File: config.mk
export PLATFORM = sky130hd
export DESIGN_NAME = stkptr_guard
export DESIGN_NICKNAME = d
export VERILOG_FILES = /design/src/rtl/stk_pkg.sv /design/src/rtl/stk_bounds.sv /design/src/rtl/stk_hiword.sv /design/src/rtl/stkptr_guard.sv
export SDC_FILE = /design/constraint.sdc
export NUM_CORES = 1
export LEC_CHECK = 0
export CORE_MARGIN = 5
export CORE_UTILIZATION = 60
export DETAILED_ROUTE_END_ITERATION = 6
export DONT_BUFFER_PORTS = 1
export PLACE_DENSITY = 0.77
export SLEW_MARGIN = 15
export SYNTH_ARGS = -nofsm -noshare
export SYNTH_HDL_FRONTEND = slang
export SYNTH_SLANG_ARGS = --single-unit
File: constraint.sdc
create_clock -name clk -period 8.1 [get_ports clk]
set_input_delay 2.43 -clock clk [delete_from_list [all_inputs] [get_ports clk]]
set_output_delay 2.43 -clock clk [all_outputs]
set_load 0.01 [all_outputs]
File: src/rtl/stk_pkg.sv
package stk_pkg;
    typedef enum logic [0:0] {
        ST_IDLE  = 1'b0,
        ST_PC_HI = 1'b1
    } stk_state_e;
endpackage

File: src/rtl/stk_bounds.sv
// Decides whether the next push or pop would leave the legal window.
module stk_bounds #(
    parameter int          AW    = 16,
    parameter logic [15:0] FLOOR = 16'h0800
) (
    input  logic [AW-1:0] sp,
    input  logic [AW-1:0] lim,
    output logic          push_bad,
    output logic          pop_bad
);
    localparam logic [AW-1:0] FLOOR_W   = AW'(FLOOR);
    localparam logic [AW-1:0] POP_FLOOR = AW'(FLOOR) + AW'(2);

    always_comb begin
        push_bad = (sp > lim) || (sp < FLOOR_W);
        pop_bad  = (sp < POP_FLOOR);
    end
endmodule

File: src/rtl/stk_hiword.sv
// Forms the upper word of a pushed return address.
module stk_hiword #(
    parameter int PCW = 23
) (
    input  logic [PCW-17:0] pc_upper,
    input  logic [7:0]      status_lo,
    input  logic            from_exc,
    output logic [15:0]     word
);
    localparam int HB = PCW - 16;
    logic [7:0] low_byte;

    generate
        if (HB >= 8) begin : g_full
            assign low_byte = pc_upper[7:0];
        end else begin : g_pad
            assign low_byte = {{(8-HB){1'b0}}, pc_upper};
        end
    endgenerate

    assign word = {(from_exc ? status_lo : 8'h00), low_byte};
endmodule

File: src/rtl/stkptr_guard.sv
module stkptr_guard #(
    parameter int          AW       = 16,
    parameter int          PCW      = 23,
    parameter logic [15:0] RESET_SP = 16'h0800,
    parameter logic [15:0] FLOOR    = 16'h0800
) (
    input  logic           clk,
    input  logic           rst_n,
    input  logic           sp_wr,
    input  logic [AW-1:0]  sp_wdata,
    input  logic           lim_wr,
    input  logic [AW-1:0]  lim_wdata,
    input  logic           push_req,
    input  logic [15:0]    push_data,
    input  logic           pop_req,
    input  logic           call_req,
    input  logic           exc_req,
    input  logic [PCW-1:0] pc_in,
    input  logic [7:0]     status_lo,
    output logic [AW-1:0]  mem_addr,
    output logic           mem_we,
    output logic           mem_re,
    output logic [15:0]    mem_wdata,
    output logic [AW-1:0]  sp_out,
    output logic           busy,
    output logic           trap_pulse,
    output logic [AW-1:0]  trap_addr
);
    import stk_pkg::*;

    localparam int            HB   = PCW - 16;
    localparam logic [AW-1:0] STEP = AW'(2);

    stk_state_e      state, nxt;
    logic [AW-1:0]   sp_q, sp_d, lim_q;
    logic            seq_exc_q;
    logic [HB-1:0]   seq_pc_q;
    logic            trap_d;
    logic [AW-1:0]   taddr_d;
    logic            seq_start;
    logic            push_bad, pop_bad;
    logic [15:0]     hi_word;

    stk_bounds #(.AW(AW), .FLOOR(FLOOR)) u_bounds (
        .sp       (sp_q),
        .lim      (lim_q),
        .push_bad (push_bad),
        .pop_bad  (pop_bad)
    );

    stk_hiword #(.PCW(PCW)) u_hiword (
        .pc_upper  (seq_pc_q),
        .status_lo (status_lo_q),
        .from_exc  (seq_exc_q),
        .word      (hi_word)
    );

    logic [7:0] status_lo_q;

    // State and data registers
    always_ff @(posedge clk or negedge rst_n) begin
        if (!rst_n) begin
            state       <= ST_IDLE;
            sp_q        <= AW'(RESET_SP);
            seq_exc_q   <= 1'b0;
            seq_pc_q    <= '0;
            status_lo_q <= 8'h00;
            trap_pulse  <= 1'b0;
            trap_addr   <= '0;
        end else begin
            state      <= nxt;
            sp_q       <= sp_d;
            trap_pulse <= trap_d;
            if (trap_d) begin
                trap_addr <= taddr_d;
            end
            if (seq_start) begin
                seq_exc_q   <= exc_req;
                seq_pc_q    <= pc_in[PCW-1:16];
                status_lo_q <= status_lo;
            end
        end
    end

    // Limit has no reset value; software must write it before use
    always_ff @(posedge clk) begin
        if (lim_wr) begin
            lim_q <= {lim_wdata[AW-1:1], 1'b0};
        end
    end

    // Next state and outputs
    always_comb begin
        nxt       = state;
        sp_d      = sp_q;
        mem_addr  = sp_q;
        mem_we    = 1'b0;
        mem_re    = 1'b0;
        mem_wdata = push_data;
        trap_d    = 1'b0;
        taddr_d   = sp_q;
        seq_start = 1'b0;
        unique case (state)
            ST_IDLE: begin
                if (sp_wr) begin
                    sp_d = {sp_wdata[AW-1:1], 1'b0};
                end else if (exc_req || call_req) begin
                    mem_wdata = pc_in[15:0];
                    if (push_bad) begin
                        trap_d = 1'b1;              // T_ABORT
                    end else begin
                        mem_we    = 1'b1;
                        sp_d      = sp_q + STEP;
                        seq_start = 1'b1;
                        nxt       = ST_PC_HI;       // T_START
                    end
                end else if (push_req) begin
                    if (push_bad) begin
                        trap_d = 1'b1;
                    end else begin
                        mem_we = 1'b1;
                        sp_d   = sp_q + STEP;
                    end
                end else if (pop_req) begin
                    mem_addr = sp_q - STEP;
                    taddr_d  = sp_q - STEP;
                    if (pop_bad) begin
                        trap_d = 1'b1;
                    end else begin
                        mem_re = 1'b1;
                        sp_d   = sp_q - STEP;
                    end
                end
            end
            ST_PC_HI: begin
                mem_wdata = hi_word;
                nxt       = ST_IDLE;                // T_FINISH
                if (push_bad) begin
                    trap_d = 1'b1;
                end else begin
                    mem_we = 1'b1;
                    sp_d   = sp_q + STEP;
                end
            end
            default: nxt = ST_IDLE;
        endcase
    end

    assign sp_out = sp_q;
    assign busy   = (state == ST_PC_HI);
endmodule

==> results of run 1 <==
-- stage by stage --
step	hold WS, ps	std cells
floorplan	471	495
global placement	484	558
detailed placement	495	558
CTS	511	574
global route	537	574
finish	509	574
-- worst paths after layout --
check                          startpoint  slack, ps  cells after the start        endpoint
setup / recovery                 push_req       1510                      7    mem_addr[13]
hold / removal             status_lo_q[5]        510                      1  status_lo_q[5]
setup reg to reg               sp_out[11]       4730                      7  status_lo_q[7]
hold reg to reg            status_lo_q[5]        510                      1  status_lo_q[5]
max in group asynchronous           rst_n       6160                      0      sp_out[11]
min in group asynchronous           rst_n       1780                      0      sp_out[13]
-- placed cells by master (no fill, tap or decap), types with 6 or more instances in the layout --
cell type	instances
a211oi_1	7
a21oi_1	28
clkbuf_8	10
dfrtp_1	47
edfxtp_1	15
ha_1	17
inv_1	23
mux2_2	34
mux2i_1	19
nand2_1	48
nand3_1	16
nand4_1	8
nor2_1	38
nor3_1	14
nor4_1	8
o21ai_0	30
o22ai_1	6
xnor2_1	18
xor2_1	6
-- registers in the layout, summed over array words and instances, names as in the netlist --
name,flops
status_lo_q,8
seq_exc_q,1
busy,1
seq_pc_q,7
sp_out,15
trap_addr,15
lim_q,15
trap_pulse,1
-- layout make-up --
cell class	instances	area (um2)	area share [%]
Clock inverter	3	90.1	1.94
Inverter	23	86.3	1.86
Multi-Input combinational cell	370	2520	54.3
Clock buffer	13	149	3.20
Tap cell	99	124	2.67
Timing Repair Buffer	3	22.5	0.485
Sequential cell	63	1650	35.6
-- cell families after synthesis --
family / share of synthesized area (%)
multiplexers: 12.9
AO/OA/AOI/OAI: 16.0
adder cells (fa/ha/maj): 4.78
other: 0.0843
buffers and inverters: 6.47
XOR/XNOR: 4.72
flip-flops: 37.1
AND/OR/NAND/NOR: 17.9
-- worst reg2reg max path, cell delays in order (launching register included) --
cell and delay (ps):
dfstp_2 780, ha_1 330, a21oi_1 140, o21ai_0 150
a211oi_1 500, a21oi_4 280, or3_1 690, mux2_2 390
-- layer usage --
metal / GRT usage [%] / routed length [um] / vias to the layer above / share of wire, %
li1: - / - / 1718 / -
met1: 31.2 / 4420 / 1782 / 38
met2: 45.6 / 5850 / 216 / 50
met3: 8.29 / 1230 / 25 / 10
met4: 9.83 / 271 / 0 / 2.3
met5: 0 / 0 / - / 0
-- where the power goes --
group          internal [W]  leakage, nW  switching (W)
Combinational      0.000305         1.05       0.000378
Sequential         0.000453        0.711       0.000242
Clock              0.000214        0.118       0.000123
Total              0.000971         1.88       0.000744
==> flow_metrics.py, run 1 <==
metrics = {
    "critical_path": {
        "critPathRequiredTime_ps": 5670,
        "cp.arrival_ps": 4160,
        "cpLargestDelayFamily": "simple AND/OR/NAND/NOR gates",
        "cp_slowest_cell": "and3_1",
        "cp_common_cell": "nand2_1",
        "crit_type": "in -> out",
        "critPathBufInv": 1,
        "slowest_delay_ps": 380,
        "path_cells": "nor3_2, buf_4, and3_1, nand2_1, nor3_1, nand2_1, xnor2_1",
        "worstSetupEndpointType": "output pin",
        "path_max_fanout": 17,
        "start_kind": "primary input",
    },
    "layout": {
        "area_growth_syn_to_layout_pct": 4.39,
        "nets": 574,
        "fin_util_pct": 64.1,
        "antenna_cells": 0,
        "final_area_um2": 4650,
        "nFillCells": 620,
        "drive_gt1_share_pct": 12.8,
    },
    "synthesis": {
        "yosys-top-cells-area": "dfrtp_1, edfxtp_1, mux2_2",
        "avgSynthCellArea_um2": 9.03,
        "synth-warning-count": 0,
        "ys_types": 60,
        "yosysTopAreaCellShare_pct": 26.4,
        "synth_area_leader_cell": "dfrtp_1",
        "synthesis.area_um2": 4450,
        "ys_seq_elements": 63,
        "ys_seq_area_share_pct": 37.1,
        "synthCells": 493,
        "synth_flop_cell": "dfrtp_1",
        "synth_most_common_cell": "nand2_1",
        "synthTopCellsByCount": "nand2_1, dfrtp_1, nor2_1, mux2_2, o21ai_0",
        "synthArstFlopShare_pct": 76.2,
        "synth-edff-count": 15,
    },
    "global_routing": {
        "grt_pass1_wl_um": 19000,
        "gr-total-overflow": 0,
        "grt_usage_pct": 26.6,
        "grt_pass1_vias": 3869,
        "antenna_found_initial": 0,
        "grt_max_degree": 58,
    },
    "routing": {
        "vias": 3741,
        "postRouteAntennaNets": 0,
        "drt_iter0_markers": 357,
        "drt-wirelength-per-cell_um": 20.5,
        "drc": 0,
        "via_per_inst": 6.52,
        "wl_um": 11800,
        "dr.pass1.iters": 5,
    },
    "placed_design": {
        "post_dp_cell_area_um2": 4410,
        "gp_congestion": 0.904,
        "dp_slack_ps": 1520,
        "dpl.hpwl_um": 8590,
        "io_buffer_count": 0,
    },
    "sta": {
        "final_hold_viol_count": 0,
        "setup_violations": 0,
        "finalCriticalPeriod_ps": 6590,
        "timing.fmax_ghz": 0.152,
        "worst_clock_skew_ps": 9.22,
        "tightestPinTransition_ps": 1040,
        "slew_viol_final": 0,
        "max_slew_margin_pct": 30.9,
        "rsz0062_at_grt": "no",
        "layout_worst_path_cycle_share_pct": 81.4,
        "tns_ps": 0,
        "post-route-worst-setup-slack_ps": 1510,
    },
    "floorplan": {
        "num_rows": 31,
        "die-area_um2": 9240,
        "die_y_um": 96.1,
        "pin_count": 155,
        "coreArea_um2": 7250,
        "dieWidth_um": 96.1,
        "start_util_pct": 61.4,
    },
    "power": {
        "ir_drop_v": 0.000213,
        "p_leak_nw": 1.88,
        "power.density_nw_per_um2": 369,
        "p_total_w": 0.00171,
    },
    "clock_tree": {
        "clkSlewWorstSetupHoldPaths_ps": 70,
        "cts_setup_buffers": 0,
        "cts_buffers": 9,
        "cts-htree-levels": 3,
        "cts_num_sinks": 63,
        "cts-hold-fix-buffers": 0,
        "ctsResizeCount": 0,
        "cts_tree": "done",
        "cts_buffer_depth": 2,
        "ctsRootBufferMaster": "clkbuf_8",
        "clock_latency_ps": 340,
    },
    "job": {
        "cap_violations": 0,
    },
    "worst_hold_path": {
        "min_path_type": "reg -> reg",
    },
    "outcome": {
        "status": "finished, final reports clean",
    },
}
(Power assumes the default switching activity.)
==> run 2: changes to the inputs <==
- CORE_UTILIZATION: 60 -> 58
- clock period: 8.1 -> 5.5 ns (I/O delays scaled with it)
==> flow_metrics.py, run 2 (same netlist as run 1, synthesis figures left out) <==
metrics = {
    "outcome": {
        "status": "finished, final reports clean",
    },
    "clock_tree": {
        "clock_latency_ps": 350,
        "cts-hold-fix-buffers": 0,
        "cts-htree-levels": 3,
        "ctsRootBufferMaster": "clkbuf_8",
        "cts_buffers": 9,
        "ctsResizeCount": 0,
        "clkSlewWorstSetupHoldPaths_ps": 70,
        "cts_tree": "done",
        "cts_buffer_depth": 2,
        "cts_num_sinks": 63,
        "cts_setup_buffers": 0,
    },
    "power": {
        "p_leak_nw": 1.86,
        "p_total_w": 0.00245,
        "power.density_nw_per_um2": 528,
        "ir_drop_v": 0.000278,
    },
    "sta": {
        "post-route-worst-setup-slack_ps": 611,
        "max_slew_margin_pct": 31.7,
        "tightestPinTransition_ps": 1020,
        "tns_ps": 0,
        "worst_clock_skew_ps": 10.1,
        "finalCriticalPeriod_ps": 4890,
        "slew_viol_final": 0,
        "timing.fmax_ghz": 0.205,
        "setup_violations": 0,
        "final_hold_viol_count": 0,
        "layout_worst_path_cycle_share_pct": 88.9,
        "rsz0062_at_grt": "no",
    },
    "placed_design": {
        "dpl.hpwl_um": 8810,
        "post_dp_cell_area_um2": 4430,
        "gp_congestion": 0.901,
        "dp_slack_ps": 626,
        "io_buffer_count": 0,
    },
    "worst_hold_path": {
        "hold_path_depth": 1,
        "min_path_type": "reg -> reg",
        "min-delay-start": "seq_exc_q",
        "whs_endpoint": "seq_exc_q",
    },
    "layout": {
        "layout_commonest_cell": "nand2_1",
        "antenna_cells": 0,
        "nFillCells": 645,
        "drive_gt1_share_pct": 13.6,
        "final_area_um2": 4630,
        "final-seq-area_um2": 1650,
        "nets": 577,
        "area_growth_syn_to_layout_pct": 4.05,
        "multi_input_area_um2": 2520,
        "most-common-layout-cells": "nand2_1, dfrtp_1, nor2_1",
    },
    "floorplan": {
        "coreArea_um2": 7610,
        "start_util_pct": 58.5,
        "dieWidth_um": 97.6,
        "die_y_um": 97.6,
        "num_rows": 32,
        "pin_count": 155,
        "die-area_um2": 9520,
    },
    "routing": {
        "postRouteAntennaNets": 0,
        "wl_um": 11900,
        "drt_iter0_markers": 401,
        "vias": 3790,
        "drt-wirelength-per-cell_um": 20.6,
        "dr.pass1.iters": 5,
        "drc": 0,
        "via_per_inst": 6.53,
    },
    "global_routing": {
        "gr-total-overflow": 0,
        "grt_pass1_vias": 3871,
        "grt_pass1_wl_um": 19500,
        "grt_usage_pct": 25.2,
        "grt_max_degree": 57,
        "antenna_found_initial": 0,
    },
    "critical_path": {
        "crit_type": "in -> out",
        "slowest_delay_ps": 390,
        "worstSetupEndpointType": "output pin",
        "critPathBufInv": 0,
        "critPathRequiredTime_ps": 3850,
        "start_kind": "primary input",
        "crit-reg2reg-launch": "sp_out[11]",
        "ff2ff_path_depth": 7,
        "cp_slowest_cell": "and3_1",
        "cp.arrival_ps": 3240,
        "path_max_fanout": 8,
        "cp_common_cell": "nand2_1",
        "r2r-end": "status_lo_q[0]",
        "cpLargestDelayFamily": "simple AND/OR/NAND/NOR gates",
        "rrSetupSlack_ps": 2140,
        "path_cells": "nor3_2, and3_1, nand2_1, nor3_1, nand2_1, xnor2_1",
    },
    "job": {
        "cap_violations": 0,
    },
}
run 2: report_power, final:
part	switching, W	internal (W)	total (W)	leakage, nW
registers	0.000340	0.000667	0.00101	0.711
logic	0.000573	0.000454	0.00103	1.06
clock network	0.000193	0.000218	0.000411	0.0896
run 2: routing by layer:
layer  up-vias  track usage (%)  routed length, um  share of wire [%]
li1       1729                -                  -                  -
met1      1814             29.0               4390                 37
met2       223             44.3               6070                 51
met3        24             8.11               1290                 11
met4         0             7.99                192                1.6
met5         -                0                  0                  0
run 2: worst max-delay path by stage:
stage / start / end / slack [ps] / depth (start not counted)
6_report: push_req / mem_addr[13] / 610 / 6
5_1_grt: push_req / mem_addr[13] / 480 / 6
4_1_cts: push_req / mem_addr[13] / 620 / 6
3_5_place_dp: push_req / mem_addr[13] / 630 / 6
3_3_place_gp: push_req / mem_addr[15] / 680 / 6
2_1_floorplan: call_req / mem_wdata[10] / 760 / 4
run 2: area by class of cell:
type	instances	area share (%)
tap	102	2.76
multi-input combinational	370	54.4
inverter	23	1.86
clock inverter	6	1.30
timing repair buffer	6	0.973
sequential	63	35.7
clock buffer	10	2.97
run 2: through the flow:
step	cells	util (%)	hold slack, ps
2_1_floorplan	495	-	471
3_3_place_gp	564	58.3	487
3_5_place_dp	564	58.3	491
4_1_cts	580	60.9	507
5_1_grt	580	60.9	523
6_report	580	60.9	504
==> run 3: changes to the inputs <==
- CORE_MARGIN: 5 -> 2
- SLEW_MARGIN: 15 -> default
==> flow_metrics.py, run 3 (same netlist as run 1, synthesis figures left out) <==
metrics = {
    "outcome": {
        "status": "finished, final reports clean",
    },
    "global_routing": {
        "gr-total-overflow": 0,
        "grt_pass1_vias": 3830,
        "antenna_found_initial": 0,
        "grt_max_degree": 57,
        "grt_pass1_wl_um": 18700,
        "grt_usage_pct": 28.2,
    },
    "clock_tree": {
        "cts_buffers": 9,
        "cts-hold-fix-buffers": 0,
        "ctsRootBufferMaster": "clkbuf_8",
        "cts_setup_buffers": 0,
        "cts_num_sinks": 63,
        "cts_tree": "done",
        "ctsResizeCount": 0,
        "cts-htree-levels": 3,
        "clkSlewWorstSetupHoldPaths_ps": 60,
        "cts_buffer_depth": 2,
        "clock_latency_ps": 350,
    },
    "power": {
        "switching_share_pct": 43.8,
        "p_sw_w": 0.00109,
        "p_leak_nw": 1.88,
        "power.density_nw_per_um2": 536,
        "power.internal_w": 0.00140,
        "ir_drop_v": 0.000223,
        "p_seq_share_pct": 40.9,
        "pwr-share-clk_pct": 18.5,
        "combPwrFrac_pct": 40.5,
        "p_total_w": 0.00249,
    },
    "floorplan": {
        "coreArea_um2": 7330,
        "die_y_um": 91.6,
        "dieWidth_um": 91.6,
        "num_rows": 31,
        "pin_count": 155,
        "start_util_pct": 60.7,
        "die-area_um2": 8390,
    },
    "critical_path": {
        "crit_type": "in -> out",
        "critPathRequiredTime_ps": 3850,
        "critPathBufInv": 1,
        "rrSetupSlack_ps": 2170,
        "cp_slowest_cell": "or2_2",
        "cp.arrival_ps": 3260,
        "start_kind": "primary input",
        "startpoint": "push_req",
        "path_max_fanout": 16,
        "slowest_delay_ps": 390,
        "path_cells": "nor3_2, buf_4, nand3_1, or2_2, nor2_1, xor2_1",
        "crit-reg2reg-launch": "sp_out[13]",
        "worstSetupEndpointType": "output pin",
        "cpLargestDelayFamily": "simple AND/OR/NAND/NOR gates",
    },
    "routing": {
        "via_per_inst": 6.58,
        "drc": 0,
        "vias": 3781,
        "dr.pass1.iters": 6,
        "drt-wirelength-per-cell_um": 20.2,
        "wl_um": 11600,
        "postRouteAntennaNets": 0,
        "drt_iter0_markers": 398,
    },
    "layout": {
        "drive_gt1_share_pct": 13.2,
        "nets": 575,
        "area_growth_syn_to_layout_pct": 4.22,
        "most-common-layout-cells": "nand2_1, dfrtp_1, nor2_1",
        "layoutNonFillerInstCount": 575,
        "layout_commonest_cell": "nand2_1",
        "fin_util_pct": 63.3,
        "final_area_um2": 4640,
        "antenna_cells": 0,
    },
    "placed_design": {
        "dpl.hpwl_um": 8380,
        "place_inst": 559,
        "io_buffer_count": 0,
        "gp_congestion": 0.878,
        "post_dp_cell_area_um2": 4410,
    },
    "job": {
        "cap_violations": 0,
    },
    "worst_hold_path": {
        "min-delay-start": "seq_pc_q[5]",
        "min_path_type": "reg -> reg",
    },
    "sta": {
        "timing.fmax_ghz": 0.204,
        "worst_clock_skew_ps": 5.22,
        "final_hold_viol_count": 0,
        "tightestPinTransition_ps": 1010,
        "slew_viol_final": 0,
        "max_slew_margin_pct": 32.5,
        "rsz0062_at_grt": "no",
        "tns_ps": 0,
        "setup_violations": 0,
        "layout_worst_path_cycle_share_pct": 89.2,
        "finalCriticalPeriod_ps": 4910,
    },
}
[run 3: changes by cell type in the layout (fill, tap and decap cells not counted), sizes merged]
cell,change
clkbuf,+3
clkinvlp,-3
buf,-2
bufinv,+1
clkinv,-1
[run 3: metal layers]
layer,global-route usage (%),routed length (um),vias up
met3,7.80,1250,37
li1,-,-,1733
met1,33.0,4230,1786
met5,0,0,-
met4,11.7,270,0
met2,48.4,5870,225
[run 3: cell type report]
type                       instances  area, um2
multi-input combinational        370       2520
inverter                          23       86.3
clock inverter                     3       65.1
fill                             597       2690
timing repair buffer               4       30.0
sequential                        63       1650
clock buffer                      13        159
tap                               99        124
[run 3: worst register-to-register path: cells and delay by family, from the launching register on]
family | cells | cell delay (ps)
flip-flops | 1 | 610
AO/OA/AOI/OAI | 4 | 1080
adder cells (fa/ha/maj) | 1 | 440
AND/OR/NAND/NOR | 1 | 660
multiplexers | 1 | 420
[run 3: worst paths after layout]
path,to,cells after the start
setup / recovery,mem_addr[14],6
min in group asynchronous,sp_out[13],0
max in group asynchronous,sp_out[11],0
setup reg to reg,status_lo_q[7],7
hold / removal,seq_pc_q[5],1
hold reg to reg,seq_pc_q[5],1
[run 3: power groups by stage]
stage,registers (W),clock network (W),logic (W)
2_1_floorplan,0.000837,0,0.000988
3_3_place_gp,0.00102,0,0.000959
3_5_place_dp,0.00102,0,0.000999
4_1_cts,0.00102,0.000468,0.00100
5_1_grt,0.00105,0.000487,0.00112
6_report,0.00102,0.000461,0.00101
[run 3: metrics by stage]
step | setup WS (ps) | hold WS, ps
5_1_grt | 471 | 516
3_5_place_dp | 621 | 488
2_1_floorplan | 763 | 471
6_report | 592 | 509
4_1_cts | 604 | 509
3_3_place_gp | 640 | 479
